## config.mk

```make
export PLATFORM = sky130hd
export DESIGN_NAME = capture_write_ctrl
export DESIGN_NICKNAME = d
export VERILOG_FILES = /design/src/rtl/wcap_pkg.sv /design/src/rtl/wcap_trig_detect.sv /design/src/rtl/wcap_ring_ptr.sv /design/src/rtl/wcap_window_calc.sv /design/src/rtl/capture_write_ctrl.sv
export SDC_FILE = /design/constraint.sdc
export NUM_CORES = 1
export LEC_CHECK = 0
export ABC_CLOCK_PERIOD_IN_PS = 3400
export CORE_AREA = 10 10 87 89
export CTS_CLUSTER_DIAMETER = 80
export DETAILED_ROUTE_END_ITERATION = 7
export DIE_AREA = 0 0 97 99
export PLACE_DENSITY_LB_ADDON = 0.08
export SYNTH_ARGS = -nofsm -noshare
export SYNTH_HDL_FRONTEND = slang
export SYNTH_SLANG_ARGS = --single-unit
```

## constraint.sdc

```tcl
create_clock -name clk -period 3.4 [get_ports clk]
set_input_delay 1.02 -clock clk [delete_from_list [all_inputs] [get_ports clk]]
set_output_delay 1.02 -clock clk [all_outputs]
set_load 0.02 [all_outputs]
```

## src/rtl/wcap_pkg.sv

```systemverilog
package wcap_pkg;

  typedef enum logic [1:0] {
    CS_IDLE = 2'd0,
    CS_PRE  = 2'd1,
    CS_POST = 2'd2,
    CS_HOLD = 2'd3
  } cap_state_e;

  typedef enum logic [1:0] {
    TM_RISE = 2'd0,
    TM_FALL = 2'd1,
    TM_HIGH = 2'd2,
    TM_LOW  = 2'd3
  } trig_mode_e;

  // Number of ring entries kept ahead of the trigger, rounded half up.
  function automatic int pre_count(input int depth, input int pct);
    int p;
    p = (pct > 100) ? 100 : pct;
    return (depth * p + 50) / 100;
  endfunction

  // First ring address of the window; zero when history is short.
  function automatic int ring_start(input int depth, input int addr,
                                    input int pre, input int fill);
    if (fill < pre) return 0;
    return (addr + depth - pre) % depth;
  endfunction

endpackage

```

## src/rtl/wcap_trig_detect.sv

```systemverilog
module wcap_trig_detect
  import wcap_pkg::*;
(
  input  logic       clk,
  input  logic       rst_n,
  input  logic       clear,
  input  logic       sample_en,
  input  logic       trig_in,
  input  logic [1:0] mode,
  output logic       hit
);

  logic prev_q;
  logic hist_q;

  always_ff @(posedge clk or negedge rst_n) begin
    if (!rst_n) begin
      prev_q <= 1'b0;
      hist_q <= 1'b0;
    end else if (clear) begin
      prev_q <= 1'b0;
      hist_q <= 1'b0;
    end else if (sample_en) begin
      prev_q <= trig_in;
      hist_q <= 1'b1;
    end
  end

  always_comb begin
    unique case (trig_mode_e'(mode))
      TM_RISE: hit = hist_q & ~prev_q &  trig_in;
      TM_FALL: hit = hist_q &  prev_q & ~trig_in;
      TM_HIGH: hit =  trig_in;
      TM_LOW:  hit = ~trig_in;
      default: hit = 1'b0;
    endcase
  end


  edge_history_chk: assert property (@(posedge clk) disable iff (!rst_n)
    clear |=> !hist_q);

endmodule

```

## src/rtl/wcap_ring_ptr.sv

```systemverilog
module wcap_ring_ptr #(
  parameter  int DEPTH  = 16,
  localparam int ADDR_W = $clog2(DEPTH),
  localparam int CNT_W  = $clog2(DEPTH + 1)
) (
  input  logic              clk,
  input  logic              rst_n,
  input  logic              clear,
  input  logic              advance,
  output logic [ADDR_W-1:0] ptr,
  output logic [CNT_W-1:0]  fill
);

  localparam logic [ADDR_W-1:0] LAST_A = ADDR_W'(DEPTH - 1);
  localparam logic [CNT_W-1:0]  FULL_C = CNT_W'(DEPTH);

  logic [ADDR_W-1:0] ptr_q;
  logic [CNT_W-1:0]  fill_q;

  always_ff @(posedge clk or negedge rst_n) begin
    if (!rst_n) begin
      ptr_q  <= '0;
      fill_q <= '0;
    end else if (clear) begin
      ptr_q  <= '0;
      fill_q <= '0;
    end else if (advance) begin
      ptr_q  <= (ptr_q == LAST_A) ? '0 : ptr_q + 1'b1;
      if (fill_q != FULL_C) fill_q <= fill_q + 1'b1;
    end
  end

  assign ptr  = ptr_q;
  assign fill = fill_q;


  ptr_wrap_chk: assert property (@(posedge clk) disable iff (!rst_n)
    (advance && !clear && ptr_q == LAST_A) |=> ptr_q == '0);


  fill_bound_chk: assert property (@(posedge clk) disable iff (!rst_n)
    fill_q <= FULL_C);

endmodule

```

## src/rtl/wcap_window_calc.sv

```systemverilog
module wcap_window_calc
  import wcap_pkg::*;
#(
  parameter  int DEPTH  = 16,
  localparam int ADDR_W = $clog2(DEPTH),
  localparam int CNT_W  = $clog2(DEPTH + 1)
) (
  input  logic [7:0]        pct,
  input  logic [ADDR_W-1:0] trig_addr,
  input  logic [CNT_W-1:0]  fill,
  output logic [CNT_W-1:0]  pre_cnt,
  output logic [CNT_W-1:0]  post_cnt,
  output logic [ADDR_W-1:0] start_addr
);

  always_comb begin
    pre_cnt    = CNT_W'(pre_count(DEPTH, int'(pct)));
    post_cnt   = CNT_W'(DEPTH) - pre_cnt;
    start_addr = ADDR_W'(ring_start(DEPTH, int'(trig_addr),
                                    int'(pre_cnt), int'(fill)));
  end

endmodule

```

## src/rtl/capture_write_ctrl.sv

```systemverilog
module capture_write_ctrl
  import wcap_pkg::*;
#(
  parameter  int DATA_W = 8,
  parameter  int DEPTH  = 16,
  localparam int ADDR_W = $clog2(DEPTH),
  localparam int CNT_W  = $clog2(DEPTH + 1)
) (
  input  logic              clk,
  input  logic              rst_n,
  input  logic              arm_en,
  input  logic [1:0]        trig_mode,
  input  logic [7:0]        pre_pct,
  input  logic              smp_valid,
  input  logic [DATA_W-1:0] smp_data,
  input  logic              trig_in,
  output logic              wr_en,
  output logic [ADDR_W-1:0] wr_addr,
  output logic [DATA_W-1:0] wr_data,
  output logic [ADDR_W-1:0] win_start,
  output logic              win_start_vld,
  output logic              done_pulse
);

  cap_state_e        st_q;
  logic [CNT_W-1:0]  post_left_q;

  // Named internal events
  logic              ring_clear;
  logic              accept;
  logic              trig_hit;
  logic              fire;
  logic              do_write;
  logic              done_now;
  logic [ADDR_W-1:0] ring_ptr;
  logic [CNT_W-1:0]  ring_fill;
  logic [CNT_W-1:0]  pre_cnt;
  logic [CNT_W-1:0]  post_cnt;
  logic [ADDR_W-1:0] start_addr;

  assign ring_clear = (st_q == CS_IDLE);
  assign accept     = arm_en && smp_valid && (st_q == CS_PRE || st_q == CS_POST);
  assign fire       = accept && (st_q == CS_PRE) && trig_hit;
  assign do_write   = accept && !(fire && post_cnt == '0);
  assign done_now   = (fire && post_cnt <= CNT_W'(1)) ||
                      (accept && st_q == CS_POST && post_left_q == CNT_W'(1));

  wcap_trig_detect u_detect (
    .clk       (clk),
    .rst_n     (rst_n),
    .clear     (ring_clear),
    .sample_en (accept),
    .trig_in   (trig_in),
    .mode      (trig_mode),
    .hit       (trig_hit)
  );

  wcap_ring_ptr #(.DEPTH(DEPTH)) u_ring (
    .clk     (clk),
    .rst_n   (rst_n),
    .clear   (ring_clear),
    .advance (do_write),
    .ptr     (ring_ptr),
    .fill    (ring_fill)
  );

  wcap_window_calc #(.DEPTH(DEPTH)) u_window (
    .pct        (pre_pct),
    .trig_addr  (ring_ptr),
    .fill       (ring_fill),
    .pre_cnt    (pre_cnt),
    .post_cnt   (post_cnt),
    .start_addr (start_addr)
  );

  // Capture sequencing
  always_ff @(posedge clk or negedge rst_n) begin
    if (!rst_n) begin
      st_q        <= CS_IDLE;
      post_left_q <= '0;
    end else if (!arm_en) begin
      st_q        <= CS_IDLE;
      post_left_q <= '0;
    end else begin
      unique case (st_q)
        CS_IDLE: st_q <= CS_PRE;
        CS_PRE: begin
          if (fire) begin
            if (done_now) begin
              st_q <= CS_HOLD;
            end else begin
              st_q        <= CS_POST;
              post_left_q <= post_cnt - 1'b1;
            end
          end
        end
        CS_POST: begin
          if (accept) begin
            if (done_now) st_q <= CS_HOLD;
            post_left_q <= post_left_q - 1'b1;
          end
        end
        CS_HOLD: st_q <= CS_HOLD;
        default: st_q <= CS_IDLE;
      endcase
    end
  end

  // Registered RAM write port
  always_ff @(posedge clk or negedge rst_n) begin
    if (!rst_n) begin
      wr_en   <= 1'b0;
      wr_addr <= '0;
      wr_data <= '0;
    end else begin
      wr_en <= do_write;
      if (do_write) begin
        wr_addr <= ring_ptr;
        wr_data <= smp_data;
      end
    end
  end

  // Window report and finish pulse
  always_ff @(posedge clk or negedge rst_n) begin
    if (!rst_n) begin
      win_start     <= '0;
      win_start_vld <= 1'b0;
      done_pulse    <= 1'b0;
    end else begin
      win_start_vld <= fire;
      done_pulse    <= done_now;
      if (fire) win_start <= start_addr;
    end
  end


  start_pulse_single_chk: assert property (@(posedge clk) disable iff (!rst_n)
    win_start_vld |=> !win_start_vld);


  done_pulse_single_chk: assert property (@(posedge clk) disable iff (!rst_n)
    done_pulse |=> !done_pulse);


  start_from_hit_chk: assert property (@(posedge clk) disable iff (!rst_n)
    win_start_vld |-> $past(trig_hit));


  fire_only_armed_pre_chk: assert property (@(posedge clk) disable iff (!rst_n)
    win_start_vld |-> $past(st_q) == CS_PRE);


  hold_no_write_chk: assert property (@(posedge clk) disable iff (!rst_n)
    ($past(st_q) == CS_HOLD) |-> !wr_en);


  write_needs_valid_chk: assert property (@(posedge clk) disable iff (!rst_n)
    wr_en |-> $past(smp_valid));

endmodule

```

==> results.txt, run 1 <==
status: complete, but fails checks
failing checks: setup timing
most frequent cells after synthesis: 37 x dfrtp_1, 29 x nand2_1, 28 x nor2_1, 25 x ha_1, 24 x inv_1
Pwr Total: 3047 uW
Post-synth EDFFs: 0
vias in the first global route: 3,428
hold_sp: win_start[3]
WP data arrival: 7040 ps
synth unique cells: 71
port buffer count: 41
sequential cell area: 925.9 sq um
DP HPWL: 6932 microns
WHS Endpoint: win_start[3]
Hold Crit Class: register to register
Psw: 1299 uW
final number of setup-violating endpoints: 34
Vias/cell: 5.929
Routed WL per cell: 18.56 microns
power per cell area: 601.6 nW/um^2
Core Rows: 28
R2R Path Start: st_q[1]
first-pass GRT wire length: 16,530 microns
CTS tree: built
slowest stage cell, crit path: a2111o_1
endpoints failing hold: 0
initial antenna violation count: 1
Seq/Total Area, Yosys: 0.2926
post-synth top area share: 0.2926
Logic pwr share: 0.677
latest clock arrival within the worst-skew pair: 300 ps
setup TNS: -109,810 ps
Fin Clk Skew: 3.413 ps
post-route clock period utilization: 2.017
GRT Overall Usage: 0.2021
Async SR Flop Fraction: 1.000
Most used DFF post-synth: dfrtp_1
Antenna Nets Post-Route: 0
Bufs and invs on worst path: 6
Root Driver: clkbuf_8
# nets final: 561
syn_nets: 404
die width: 97 microns
clock network fraction of total power: 0.101
most frequent cell after synthesis: dfrtp_1
Peak VDD IR: 0.0005512 V
die area: 9603 sq um
clock-pin slew on the worst setup and hold paths: 80 ps
cell family with most CP delay: compound AO/OA/AOI/OAI gates
yosys synthesis warning count: 0
synth-to-layout area growth: 60.06%
drt pass-1 iters: 5
via count: 3,492
WHS Path Cells: 2
Net Sw Frac: 0.4265
area leader, netlist: dfrtp_1
area of the multi-input gates: 2440 sq um
GRT overflow: 0
Syn Inst Count: 355
GPL Wtd Cong: 0.8819
Worst Tran Pin Value: 870.2 ps
max frequency: 0.1458 GHz
CTS Buffer Depth: 2
pin count of the biggest net entering global routing: 38
Yosys reg bits: 37
Core Box Area: 5851 sq um
H-tree levels: 2
CP startpoint kind: input port
Post-Syn Area: 3164 sq um
slew margin rel.: 0.4199
internal power: 1748 uW
mean post-synth cell area: 8.913 sq um
Place WS: -3960 ps
final wirelength: 10,930 microns
Pleak: 0.002341 uW
Reg power frac: 0.221
CTS sink cnt: 37
reg-to-reg endpoint: post_left_q[3]
Num CTS Buffers: 5
Final min period: 6858 ps
# IOs: 42
cell depth of the worst flop-to-flop path: 13
Synth area leaders: dfrtp_1 29%, ha_1 9.9%, mux2_2 4.3%, nand2_1 3.4%, nor2_1 3.3%
unrepaired setup endpoints after global routing: yes
WS Path Type: input port to register
flop2flop setup slack: 540 ps
endpoint class of the critical path: register
WP data required: 3580 ps
slowest stage delay, CP: 390 ps
max_cap viols: 0
setup ws final: -3458 ps
CP max FO: 8
die height: 99 microns
fillers: 314
DRC errors left: 0
Max Slew Vio Count: 0
starting density of the core: 0.5408
Detailed Route Iter0 Violations: 201
layout cells sized above 1: 0.4386
[final cells by class]
class	count	share of cell area
diodes	1	0.0004941
clock buffers	5	0.01359
clock inverters	3	0.003458
inverters	26	0.02520
multi-input cells	282	0.4817
flip-flops and latches	37	0.1828
well taps	75	0.01853
repair buffers	160	0.2742
[timing repair]
item                                    CTS  global route
hold buffers                              0             0
endpoints found under the setup margin   34            34
gates resized for setup                  54            28
cloned                                    0             2
pin swaps                                38            31
buffers inserted                         18            14
[worst max path at each step]
stage | from | end | slack (ps) | cells past startpoint
after global placement | pre_pct[4] | post_left_q[3] | -3780 | 33
after global routing | pre_pct[2] | post_left_q[2] | -3600 | 31
after CTS | pre_pct[2] | post_left_q[3] | -3130 | 34
after floorplan | pre_pct[4] | post_left_q[3] | -3350 | 33
after detailed placement | pre_pct[4] | post_left_q[3] | -3960 | 33
final | pre_pct[2] | post_left_q[3] | -3460 | 31
[routing by layer]
layer	vias to the layer above	share of wire	track usage
li1	1609	-	-
met2	142	0.50	0.3524
met5	-	0	0
met4	0	0.040	0.08967
met1	1691	0.41	0.2300
met3	50	0.048	0.04749
[worst reg2reg max path, stage by stage, from the launching register on]
cell and delay [ps]:
dfrtp_1 430, inv_1 80, ha_1 250, o2111ai_1 160, inv_1 140, nand2_2 100
nor2_1 40, nor4bb_4 150, a211oi_4 320, o22ai_2 130, o31a_1 320, o21ai_4 290
mux2i_1 230, nand3_1 80
[registers in the layout (all words and copies together), names as in the netlist]
signal / flops
u_detect.hist_q: 1
u_ring.ptr: 4
u_ring.fill: 5
u_detect.prev_q: 1
done_pulse: 1
wr_data: 8
st_q: 2
post_left_q: 5
wr_addr: 4
wr_en: 1
win_start: 4
win_start_vld: 1
[placed cells by master, fill, tap and decap left out, drive strengths merged, types with 3 or more instances in the layout]
cell,n
buf,122
dfrtp,37
clkdlybuf4s50,34
nand2,31
nor2,28
ha,25
inv,25
o21ai,25
a21oi,21
mux2,12
xnor2,10
nor3,9
nand3,9
a21o,8
and2,8
nand4,7
xor2,6
mux2i,6
o211ai,6
clkbuf,6
a211oi,6
or3,5
or2,5
nor3b,4
o21a,4
a31oi,4
o21bai,3
nor4,3
and3,3
clkinv,3
[power by group through the flow]
stage                     Combinational [uW]  Clock, uW  Sequential [uW]
after global placement                  1610          0              668
after CTS                               1840        314              668
after global routing                    2230        331              692
after detailed placement                1650          0              674
after floorplan                          965          0              743
final                                   2060        309              675
[stage by stage]
stage | instance area, sq um | utilization | cells | hold slack (ps)
floorplan | 3342 | - | 355 | 489.1
global placement | 4444 | 0.7596 | 550 | 458.4
detailed placement | 4444 | 0.7596 | 550 | 477.7
CTS | 4801 | 0.8206 | 574 | 495.7
global route | 5065 | 0.8657 | 589 | 520.2
finish | 5065 | 0.8657 | 589 | 494.8
[kinds of logic after synthesis]
kind of cell / count (synthesis) / share of synthesized area
AND/OR/NAND/NOR: 123 / 0.2064
AO/OA/AOI/OAI: 99 / 0.2365
flip-flops: 37 / 0.2926
buffers and inverters: 36 / 0.05101
adder cells (fa/ha/maj): 26 / 0.1052
multiplexers: 18 / 0.06169
XOR/XNOR: 16 / 0.04666
Power figures use the tool's default switching activity.
==> run 2, diff against run 1 <==
--- a/config.mk
+++ b/config.mk
@@ -11,6 +11,7 @@
 export DETAILED_ROUTE_END_ITERATION = 7
 export DIE_AREA = 0 0 97 99
 export PLACE_DENSITY_LB_ADDON = 0.08
+export SKIP_LAST_GASP = 1
 export SYNTH_ARGS = -nofsm -noshare
 export SYNTH_HDL_FRONTEND = slang
 export SYNTH_SLANG_ARGS = --single-unit
==> constraint.sdc (replaced) <==
create_clock -name clk -period 3.4 [get_ports clk]
set_input_delay 0.51 -clock clk [delete_from_list [all_inputs] [get_ports clk]]
set_output_delay 0.51 -clock clk [all_outputs]
set_load 0.02 [all_outputs]
==> run 2 against run 1 <==
Via count shrank 1.5%. Die area unchanged. The run still ends with setup timing left. Final area down 0.22%. Largest power group unchanged. Sequential cell count stayed put. Register-to-register slack improved by 80 ps.
==> results.txt, run 2 (synthesized netlist as in run 1, its figures left out) <==
unrepaired setup endpoints after global routing: yes
clock network fraction of total power: 0.101
Hold Crit Class: input port to asynchronous set/reset pin
cell depth of the worst flop-to-flop path: 14
final number of setup-violating endpoints: 34
max_cap viols: 0
first-pass GRT wire length: 16,990 microns
DP HPWL: 7072 microns
layout cells sized above 1: 0.4311
vias in the first global route: 3,519
GRT Overall Usage: 0.2088
WP data required: 3620 ps
CTS sink cnt: 37
Placed Area: 4429 sq um
hold slack final: 325.3 ps
Max Slew Vio Count: 0
Non-Filler Instances: 576
Reg power frac: 0.212
endpoints failing hold: 0
Psw: 1342 uW
CP startpoint kind: input port
GRT overflow: 0
starting density of the core: 0.5408
failing checks: setup timing
Logic pwr share: 0.686
port buffer count: 41
CTS tree: built
Core Box Area: 5851 sq um
endpoint class of the critical path: register
setup ws final: -2890 ps
slew margin rel.: 0.4106
pin count of the biggest net entering global routing: 38
flop2flop setup slack: 620 ps
die height: 99 microns
drt pass-1 iters: 5
Detailed Route Iter0 Violations: 181
DRC errors left: 0
CP max FO: 7
Final min period: 6290 ps
max FFs per register: 8
initial antenna violation count: 0
CTS hold repair buffers: 0
latest clock arrival within the worst-skew pair: 300 ps
Place WS: -3488 ps
placed insts: 548
# IOs: 42
Vias/cell: 5.970
Root Driver: clkbuf_8
post-route clock period utilization: 1.850
synth-to-layout area growth: 59.71%
internal power: 1829 uW
Finished Cell Area: 5054 sq um
Routed WL per cell: 19.87 microns
die width: 97 microns
ANT cells: 0
max frequency: 0.1590 GHz
clock-pin slew on the worst setup and hold paths: 70 ps
# nets final: 550
WS Path Type: input port to register
Pleak: 0.002316 uW
Antenna Nets Post-Route: 0
final wirelength: 11,440 microns
Fin Clk Skew: 8.813 ps
CTS Buffer Depth: 2
slowest stage cell, crit path: or3_4
Peak VDD IR: 0.0005839 V
WP data arrival: 6510 ps
reg-to-reg endpoint: post_left_q[1]
via count: 3,439
die area: 9603 sq um
Net Sw Frac: 0.4231
Core Rows: 28
Worst Tran Pin Value: 884.2 ps
power per cell area: 627.4 nW/um^2
Num CTS Buffers: 5
Most flops, register: wr_data
most frequent cells in the layout: 92 x buf_4, 37 x dfrtp_1, 34 x clkdlybuf4s50_1
commonest non-fill, non-tap cell in the layout: buf_4
status: complete, but fails checks
R2R Path Start: st_q[1]
GPL Wtd Cong: 0.9024
setup TNS: -90,960 ps
slowest stage delay, CP: 390 ps
H-tree levels: 2
==> run 2: cell count changes in the layout (fill, tap and decap cells not counted), moves of 3 or more <==
cell	change
nand2_2	+3
buf_4	-13
o21ai_1	-3
o21ai_0	+3
nand2_1	-3
==> run 2: metal layers <==
| metal | track usage | vias to the layer above | share of wire |
|---|---|---|---|
| li1 | - | 1576 | - |
| met1 | 0.2323 | 1665 | 0.39 |
| met2 | 0.3765 | 153 | 0.51 |
| met3 | 0.04679 | 45 | 0.052 |
| met4 | 0.08286 | 0 | 0.043 |
| met5 | 0 | - | 0 |
==> run 2: power groups by stage <==
stage	Sequential [uW]	Combinational, uW	Clock, uW
after global placement	667	1620	0
after global routing	694	2320	348
final	674	2180	321
after detailed placement	675	1670	0
after CTS	670	1870	328
after floorplan	743	965	0
==> run 2: how the worst max path moves through the flow <==
| stage | end | slack, ps | startpoint | cells after the start |
|---|---|---|---|---|
| floorplan | post_left_q[3] | -2840 | pre_pct[4] | 33 |
| global placement | st_q[1] | -3400 | pre_pct[4] | 36 |
| detailed placement | st_q[0] | -3490 | pre_pct[2] | 36 |
| CTS | post_left_q[3] | -2680 | pre_pct[2] | 34 |
| global route | post_left_q[1] | -3110 | pre_pct[2] | 33 |
| finish | post_left_q[1] | -2890 | pre_pct[2] | 33 |
==> run 2: metrics by stage <==
step                  util  total power (uW)
floorplan                -              1707
global placement    0.7571              2291
detailed placement  0.7571              2340
CTS                 0.8263              2872
global route        0.8638              3363
finish              0.8638              3171
==> run 2: layout make-up <==
cell class	count	area [sq um]
Multi-Input combinational cell	282	2494
Timing Repair Buffer	149	1326
Sequential cell	37	925.9
Fill cell	307	797.0
Inverter	26	127.6
Tap cell	75	93.84
Clock buffer	7	86.33
==> run 2: worst max-delay path, delay by kind of cell <==
| kind | cells | cell delay [ps] |
|---|---|---|
| xor+xnor | 1 | 180 |
| fa+ha+maj | 3 | 440 |
| buf+inv | 7 | 680 |
| simple gates | 11 | 2580 |
| compound gates | 11 | 2120 |
==> run 2: what timing repair did <==
action                     CTS  global route
pin swaps                   40            40
cloned                       2             0
gates resized for setup     52            39
buffers inserted            14             7
setup endpoints to repair   34            34
==> run 3, diff against run 2 <==
--- a/config.mk
+++ b/config.mk
@@ -5,13 +5,15 @@
 export SDC_FILE = /design/constraint.sdc
 export NUM_CORES = 1
 export LEC_CHECK = 0
+export ABC_AREA = 1
 export ABC_CLOCK_PERIOD_IN_PS = 3400
-export CORE_AREA = 10 10 87 89
+export CORE_AREA = 2 2 82 84
 export CTS_CLUSTER_DIAMETER = 80
 export DETAILED_ROUTE_END_ITERATION = 7
-export DIE_AREA = 0 0 97 99
+export DIE_AREA = 0 0 84 86
 export PLACE_DENSITY_LB_ADDON = 0.08
 export SKIP_LAST_GASP = 1
 export SYNTH_ARGS = -nofsm -noshare
 export SYNTH_HDL_FRONTEND = slang
+export SYNTH_HIERARCHICAL = 1
 export SYNTH_SLANG_ARGS = --single-unit
==> run 3 against run 2 <==
The run still ends with setup timing left. Hold slack gained 160 ps. Total power decreased by 17%. First-iteration DRC count up 3.9%. Critical path type unchanged. Sequential cell count did not move. Largest power group unchanged. Synthesized area is 12% higher. Highest routed layer unchanged.
==> results.txt, run 3 <==
final wirelength: 9403 microns
commonest non-fill, non-tap cell in the layout: nand2_1
area of the multi-input gates: 2678 sq um
max FFs per register: 8
unrepaired setup endpoints after global routing: yes
# nets final: 658
CP max FO: 8
endpoint class of the critical path: register
slowest stage delay, CP: 220 ps
DRC errors left: 0
GPL Wtd Cong: 0.8423
most frequent cells in the layout: 106 x nand2_1, 76 x buf_4, 47 x inv_1
Syn Inst Count: 482
Detailed Route Iter0 Violations: 188
Core Box Area: 6277 sq um
syn_nets: 531
Pwr Total: 2616 uW
yosys synthesis warning count: 6
sequential cell area: 925.9 sq um
Root Driver: clkbuf_8
cell family with most CP delay: simple AND/OR/NAND/NOR gates
Final min period: 4785 ps
mean post-synth cell area: 7.323 sq um
CTS Buffer Depth: 2
Post-Syn Area: 3530 sq um
power per cell area: 507.6 nW/um^2
WS Path Type: input port to register
post-route clock period utilization: 1.407
Vias/cell: 5.307
setup ws final: -1385 ps
# IOs: 42
final number of setup-violating endpoints: 34
Max Slew Vio Count: 0
latest clock arrival within the worst-skew pair: 300 ps
Hold Crit Class: register to register
WP data required: 3600 ps
CP most frequent cell: nand2_4
die width: 84 microns
failing checks: setup timing
Non-Filler Instances: 687
hold slack final: 481.9 ps
Antenna Nets Post-Route: 0
ANT cells: 0
drt pass-1 iters: 6
Worst Tran Pin Value: 1009 ps
fillers: 407
placed insts: 655
via count: 3,646
Fin Clk Skew: 6.219 ps
GRT overflow: 0
WP data arrival: 4980 ps
CTS tree: built
H-tree levels: 2
slew margin rel.: 0.3255
port buffer count: 41
vias in the first global route: 3,622
CP startpoint kind: input port
max frequency: 0.2090 GHz
CTS sink cnt: 37
pin count of the biggest net entering global routing: 24
Most flops, register: wr_data
clock-pin slew on the worst setup and hold paths: 80 ps
slowest stage cell, crit path: o21ai_4
initial antenna violation count: 0
DP HPWL: 6450 microns
Routed WL per cell: 13.69 microns
Peak VDD IR: 0.0003744 V
max_cap viols: 0
synth-to-layout area growth: 46.01%
Core Rows: 29
endpoints failing hold: 0
Bufs and invs on worst path: 11
die height: 86 microns
Pleak: 0.002582 uW
layout cells sized above 1: 0.4262
Num CTS Buffers: 5
die area: 7224 sq um
GRT Overall Usage: 0.2608
starting density of the core: 0.5623
first-pass GRT wire length: 15,750 microns
status: complete, but fails checks
[run 3: path summary, 6_finish.rpt]
kind / endpoint / start / slack [ps] / cells after the start
max in group asynchronous: st_q[1] / rst_n / 1880 / 2
min in group asynchronous: u_ring/fill[0] / rst_n / 760 / 1
max reg2reg: post_left_q[3] / st_q[0] / 1460 / 10
min: wr_addr[2] / wr_addr[2] / 480 / 2
min reg2reg: wr_addr[2] / wr_addr[2] / 480 / 2
max: u_ring/fill[4] / pre_pct[0] / -1380 / 48
[run 3: repair_timing]
action	CTS	global route
setup endpoints to repair	34	34
setup buffers	19	7
cloned	0	0
hold buffers	0	0
pin swaps	67	40
gates resized for setup	107	23
[run 3: where the power goes]
group / total (uW) / internal [uW] / switching, uW / leakage [uW]
clock: 307 / 141 / 166 / 0.0000439
combinational: 1740 / 755 / 984 / 0.00204
sequential: 570 / 517 / 53.3 / 0.000502
[run 3: metrics by stage]
stage / worst slack (ps) / setup TNS (ps) / area (sq um) / util
floorplan: -1718 / -50180 / 3631 / -
global placement: -2010 / -64220 / 4527 / 0.7211
detailed placement: -2188 / -69840 / 4527 / 0.7211
CTS: -1242 / -38920 / 5030 / 0.8013
global route: -1733 / -54170 / 5154 / 0.8210
finish: -1385 / -43490 / 5154 / 0.8210
[run 3: final cells by class]
cell class / count / area share
Sequential cell: 37 / 0.1797
Inverter: 75 / 0.05924
Tap cell: 77 / 0.01869
Clock buffer: 5 / 0.01335
Multi-Input combinational cell: 364 / 0.5195
Timing Repair Buffer: 126 / 0.2061
Clock inverter: 3 / 0.003399
[run 3: layer usage]
metal  track usage  vias to the layer above  routed length [microns]
met5             0                        -                        0
met4       0.09824                        0                      167
met3       0.02502                       19                      340
met2        0.4960                      103                     4989
met1        0.3026                     1723                     3906
li1              -                     1801                        -
[run 3: worst register-to-register path, cell delays in order, from the launching register on]
cell	delay, ps
dfrtp_1	430
inv_1	100
ha_1	380
inv_1	230
nor2_1	120
nand3_1	160
nand2_4	130
nand2_4	90
nand2_4	100
nand3_1	70
nand2_1	80
